File: src/rtl/hz_pkg.sv
package hz_pkg;
  // Reason the front end is held in the current cycle, highest priority first.
  typedef enum logic [1:0] {
    CAUSE_NONE    = 2'd0,
    CAUSE_LOADUSE = 2'd1,
    CAUSE_BR_EX   = 2'd2,
    CAUSE_BR_MEM  = 2'd3
  } hz_cause_e;
endpackage

File: src/rtl/hz_reg_match.sv
module hz_reg_match #(
  parameter int AW = 5
) (
  input  logic          valid,
  input  logic [AW-1:0] dst,
  input  logic [AW-1:0] src_a,
  input  logic [AW-1:0] src_b,
  output logic          hit
);
  localparam logic [AW-1:0] ZERO_REG = '0;
  logic live;
  assign live = valid && (dst != ZERO_REG);
  assign hit  = live && ((dst == src_a) || (dst == src_b));
endmodule

File: src/rtl/hz_loaduse.sv
module hz_loaduse #(
  parameter int AW = 5
) (
  input  logic          ex_mem_read,
  input  logic [AW-1:0] ex_dst,
  input  logic [AW-1:0] id_rs,
  input  logic [AW-1:0] id_rt,
  output logic          stall
);
  hz_reg_match #(.AW(AW)) u_match (
    .valid (ex_mem_read),
    .dst   (ex_dst),
    .src_a (id_rs),
    .src_b (id_rt),
    .hit   (stall)
  );
endmodule

File: src/rtl/hz_branch_chk.sv
module hz_branch_chk #(
  parameter int AW = 5
) (
  input  logic          is_branch,
  input  logic [AW-1:0] id_rs,
  input  logic [AW-1:0] id_rt,
  input  logic          ex_reg_write,
  input  logic [AW-1:0] ex_dst,
  input  logic          mem_mem_read,
  input  logic          mem_reg_write,
  input  logic [AW-1:0] mem_dst,
  output logic          ex_stall,
  output logic          mem_stall
);
  logic ex_hit, mem_hit, mem_load;

  assign mem_load = mem_mem_read && mem_reg_write;

  // Producer one slot ahead: value not ready for a decode compare.
  hz_reg_match #(.AW(AW)) u_ex (
    .valid (ex_reg_write),
    .dst   (ex_dst),
    .src_a (id_rs),
    .src_b (id_rt),
    .hit   (ex_hit)
  );

  // Load two slots ahead: data still in the memory stage.
  hz_reg_match #(.AW(AW)) u_mem (
    .valid (mem_load),
    .dst   (mem_dst),
    .src_a (id_rs),
    .src_b (id_rt),
    .hit   (mem_hit)
  );

  assign ex_stall  = is_branch && ex_hit;
  assign mem_stall = is_branch && mem_hit;
endmodule

File: src/rtl/hazard_stall_unit.sv
module hazard_stall_unit
  import hz_pkg::*;
#(
  parameter int REG_AW           = 5,
  parameter bit BRANCH_IN_DECODE = 1'b1
) (
  input  logic              id_is_branch,
  input  logic [REG_AW-1:0] id_rs,
  input  logic [REG_AW-1:0] id_rt,
  input  logic              ex_mem_read,
  input  logic              ex_reg_write,
  input  logic [REG_AW-1:0] ex_dst,
  input  logic              mem_mem_read,
  input  logic              mem_reg_write,
  input  logic [REG_AW-1:0] mem_dst,
  output logic              pc_write_en,
  output logic              ifid_write_en,
  output logic              idex_bubble
);
  logic      lu_stall;
  logic      br_ex_stall;
  logic      br_mem_stall;
  hz_cause_e cause;

  hz_loaduse #(.AW(REG_AW)) u_loaduse (
    .ex_mem_read (ex_mem_read),
    .ex_dst      (ex_dst),
    .id_rs       (id_rs),
    .id_rt       (id_rt),
    .stall       (lu_stall)
  );

  generate
    if (BRANCH_IN_DECODE) begin : g_branch
      hz_branch_chk #(.AW(REG_AW)) u_branch (
        .is_branch     (id_is_branch),
        .id_rs         (id_rs),
        .id_rt         (id_rt),
        .ex_reg_write  (ex_reg_write),
        .ex_dst        (ex_dst),
        .mem_mem_read  (mem_mem_read),
        .mem_reg_write (mem_reg_write),
        .mem_dst       (mem_dst),
        .ex_stall      (br_ex_stall),
        .mem_stall     (br_mem_stall)
      );
    end else begin : g_no_branch
      assign br_ex_stall  = 1'b0;
      assign br_mem_stall = 1'b0;
    end
  endgenerate

  always_comb begin
    if (lu_stall)          cause = CAUSE_LOADUSE;
    else if (br_ex_stall)  cause = CAUSE_BR_EX;
    else if (br_mem_stall) cause = CAUSE_BR_MEM;
    else                   cause = CAUSE_NONE;
  end

  assign idex_bubble   = (cause != CAUSE_NONE);
  assign pc_write_en   = (cause == CAUSE_NONE);
  assign ifid_write_en = (cause == CAUSE_NONE);
endmodule

File: config.mk
export PLATFORM = sky130hd
export DESIGN_NAME = hazard_stall_unit
export DESIGN_NICKNAME = d
export VERILOG_FILES = /design/src/rtl/hz_pkg.sv /design/src/rtl/hz_reg_match.sv /design/src/rtl/hz_loaduse.sv /design/src/rtl/hz_branch_chk.sv /design/src/rtl/hazard_stall_unit.sv
export SDC_FILE = /design/constraint.sdc
export NUM_CORES = 1
export LEC_CHECK = 0
export ABC_AREA = 1
export BUFFER_PORTS_ARGS = -buffer_cell sky130_fd_sc_hd__buf_2
export CAP_MARGIN = 30
export CORE_UTILIZATION = 30
export DETAILED_ROUTE_END_ITERATION = 12
export GPL_ROUTABILITY_DRIVEN = 0
export GPL_TIMING_DRIVEN = 0
export PLACE_DENSITY = 0.71
export SKIP_LAST_GASP = 1
export SYNTH_ARGS = -nofsm -noshare
export SYNTH_HDL_FRONTEND = slang
export SYNTH_SLANG_ARGS = --single-unit
File: constraint.sdc
create_clock -name vclk -period 1.5
set_input_delay 0.375 -clock vclk [all_inputs]
set_output_delay 0.375 -clock vclk [all_outputs]
set_load 0.02 [all_outputs]
==> impl_summary.txt <==
----------------------------------------------------
[Worst hold path]
  Worst Hold Launch ... mem_reg_write
  Worst hold stages ... 6
  Hold endpoint ... idex_bubble
  Min-Delay Path Class ... in -> out

[Global routing]
  Total grt overflow ... 0
  Overall track demand over capacity in global routing ... 17.6%
  Number of antenna violations at the first check in global routing ... 0
  Number of global-route vias before repair ... 544
  Pin count of the biggest net entering global routing ... 5
  First-pass GRT wire length ... 1970 µm

[Synthesis]
  Synthesized area divided by synthesized cell count ... 4.29 µm²
  Register area share after synthesis ... 0%
  Total of warnings raised by yosys ... 0
  Mapped cell area ... 412 µm²
  Number of instances in the synthesized netlist ... 96
  Nets in the synthesized netlist ... 121
  Cell variety after synth ... 13

[Worst setup path]
  Worst setup path category ... in -> out
  Worst path required time ... 1.12 ns
  Family of cells with the greatest summed delay on the critical path ... simple AND/OR/NAND/NOR gates
  CP max FO ... 3
  Endpoint class of the critical path ... primary output
  Crit-path cells ... buf_8 > xor2_1 > nor2_1 > nand3_1 > nand2_1 > nand2_2 > nand2_4 > inv_4 > buf_6 > buf_6
  Most prevalent standard cell on the critical path ... sky130_fd_sc_hd__buf_6
  Arrival time at the worst endpoint ... 1.26 ns
  Max stage delay on crit path ... 0.15 ns
  Critical path startpoint category ... input pin
  CP Buf/Inv Count ... 4
  Worst-path cell with the longest stage delay ... sky130_fd_sc_hd__xor2_1

[Die]
  Die Area ... 1520 µm²
  Total core area ... 1190 µm²
  Number of I/O pins ... 28
  Initial standard-cell utilization of the core ... 34.7%
  Floorplan die width ... 39.0 µm
  Height of the die ... 39.0 µm
  Number of placement rows ... 12

[Placed design]
  Placed wire-length estimate ... 922 µm
  Post-placement worst setup slack ... -0.238 ns
  Number of I/O port buffers ... 28
  Area after detailed placement ... 577 µm²

[Routing]
  Average vias per placed instance ... 4.56
  Detail Route Antenna Nets ... 0
  Wire per inst ... 8.50 µm
  DRC errors left ... 0
  Number of DRC markers in iteration 0 ... 14
  Total iterations of the first detailed-routing run ... 4
  DRT Wirelength ... 1170 µm
  Total via count after detailed routing ... 629

[Finish]
  Total number of sequential cells ... 0
  Layout fillers ... 121
  Combined area of the multi-input logic cells ... 359 µm²
  Fraction of layout instances using a drive strength above 1 ... 45.2%
  Total of clock buffers placed in the layout ... 0
  Leading cell types in the layout, fill and taps excluded ... sky130_fd_sc_hd__nand2_1, sky130_fd_sc_hd__buf_6, sky130_fd_sc_hd__inv_2
  Area of all sequential standard cells ... 0 µm²
  Most frequent standard cell in the layout excluding fill and tap cells ... sky130_fd_sc_hd__nand2_1
  Area added between synthesis and finish ... 76.6%
  Diodes inserted ... 0
  Final Net Count ... 151
  Final instance area ... 727 µm²

[Timing]
  Worst relative slew slack ... 90.8%
  Worst Max-Slew Pin Slew ... 0.137 ns
  Final setup violation count ... 3
  Max-slew violations ... 0
  RSZ-0062 raised after global routing ... true
  Share of the clock period used by the worst path ... 109%
  Minimum clock period after layout ... 1.63 ns
  Final worst-path setup slack ... -0.132 ns
  Fmax ... 0.613 GHz
  Worst hold slack ... 1.24 ns
  Number of endpoints with negative hold slack in the final report ... 0

[Clock tree]
  Hold buffers post-CTS ... 0
  Setup Fix Bufs, Post-CTS ... 0

[Power and ir drop]
  Post-route total power ... 0.196 mW
  Maximum VDD drop ... 113 µV
  Power Dens Cells ... 270 nW/µm²
  Static leakage ... 0.452 nW

[Flow run]
  Max-cap violations ... 0

[Run status]
  Result of the run ... finished, violations left
  Failing checks ... setup timing

----------------------------------------------------
-- what timing repair did --
action | CTS | global route
pin swaps | 17 | 17
endpoints found under the setup margin | 3 | 3
resized for setup | 27 | 22
-- report_power, final --
part	switching [mW]	internal, mW	total [mW]
sequential	0	0	0
clock	0	0	0
combinational	0.0942	0.102	0.196
total	0.0942	0.102	0.196
-- metal layers --
layer / part of all wire [%] / GRT usage, % / vias to the layer above
li1: - / - / 337
met1: 44 / 25.0 / 273
met2: 50 / 31.3 / 19
met3: 5.5 / 0 / 0
met4: 0 / 0 / 0
met5: 0 / 0 / -
-- worst min-delay path, stage by stage --
cell                      delay (ns)
sky130_fd_sc_hd__buf_2          0.09
sky130_fd_sc_hd__nand4_1        0.07
sky130_fd_sc_hd__inv_1          0.05
sky130_fd_sc_hd__nand2_2        0.07
sky130_fd_sc_hd__nand2_4        0.06
sky130_fd_sc_hd__buf_2          0.15
-- cells by family after synthesis --
| kind of cell | after synthesis | synth area share (%) |
|---|---|---|
| compound gates | 2 | 3.04 |
| buf+inv | 23 | 21.9 |
| xor+xnor | 5 | 10.6 |
| simple gates | 66 | 64.4 |
-- final cells by class --
cell class                      instances  share of cell area [%]
Tap cell                               14                    2.41
Timing Repair Buffer                   28                    34.6
Inverter                               22                    12.0
Buffer                                  1                    1.55
Multi-Input combinational cell         73                    49.4
-- per-stage QoR --
step	TNS, ns	instances	util [%]
floorplan	0	96	-
global placement	-0.432	138	48.6
detailed placement	-0.475	138	48.6
CTS	-0.282	138	56.9
global route	-0.510	138	61.3
finish	-0.253	138	61.3
-- worst max path at each step --
| stage | start | end | slack [ns] | cells past startpoint |
|---|---|---|---|---|
| after global routing | mem_dst[2] | pc_write_en | -0.21 | 12 |
| final | id_rs[1] | pc_write_en | -0.13 | 10 |
| after CTS | ex_dst[0] | pc_write_en | -0.15 | 11 |
| after detailed placement | ex_dst[4] | pc_write_en | -0.24 | 12 |
| after floorplan | mem_dst[2] | pc_write_en | 0.02 | 10 |
| after global placement | mem_dst[1] | pc_write_en | -0.22 | 12 |
-- cells in the mapped netlist, drive strengths merged --
master	number	area, µm²
inv	22	82.6
nand2	46	175
xnor2	4	35.0
nand3	4	20.0
o21bai	1	7.51
xor2	1	8.76
nor2	13	51.3
a21oi	1	5.00
nand4	3	18.8
buf	1	7.51
No activity file was read; power rests on OpenSTA's default activity.
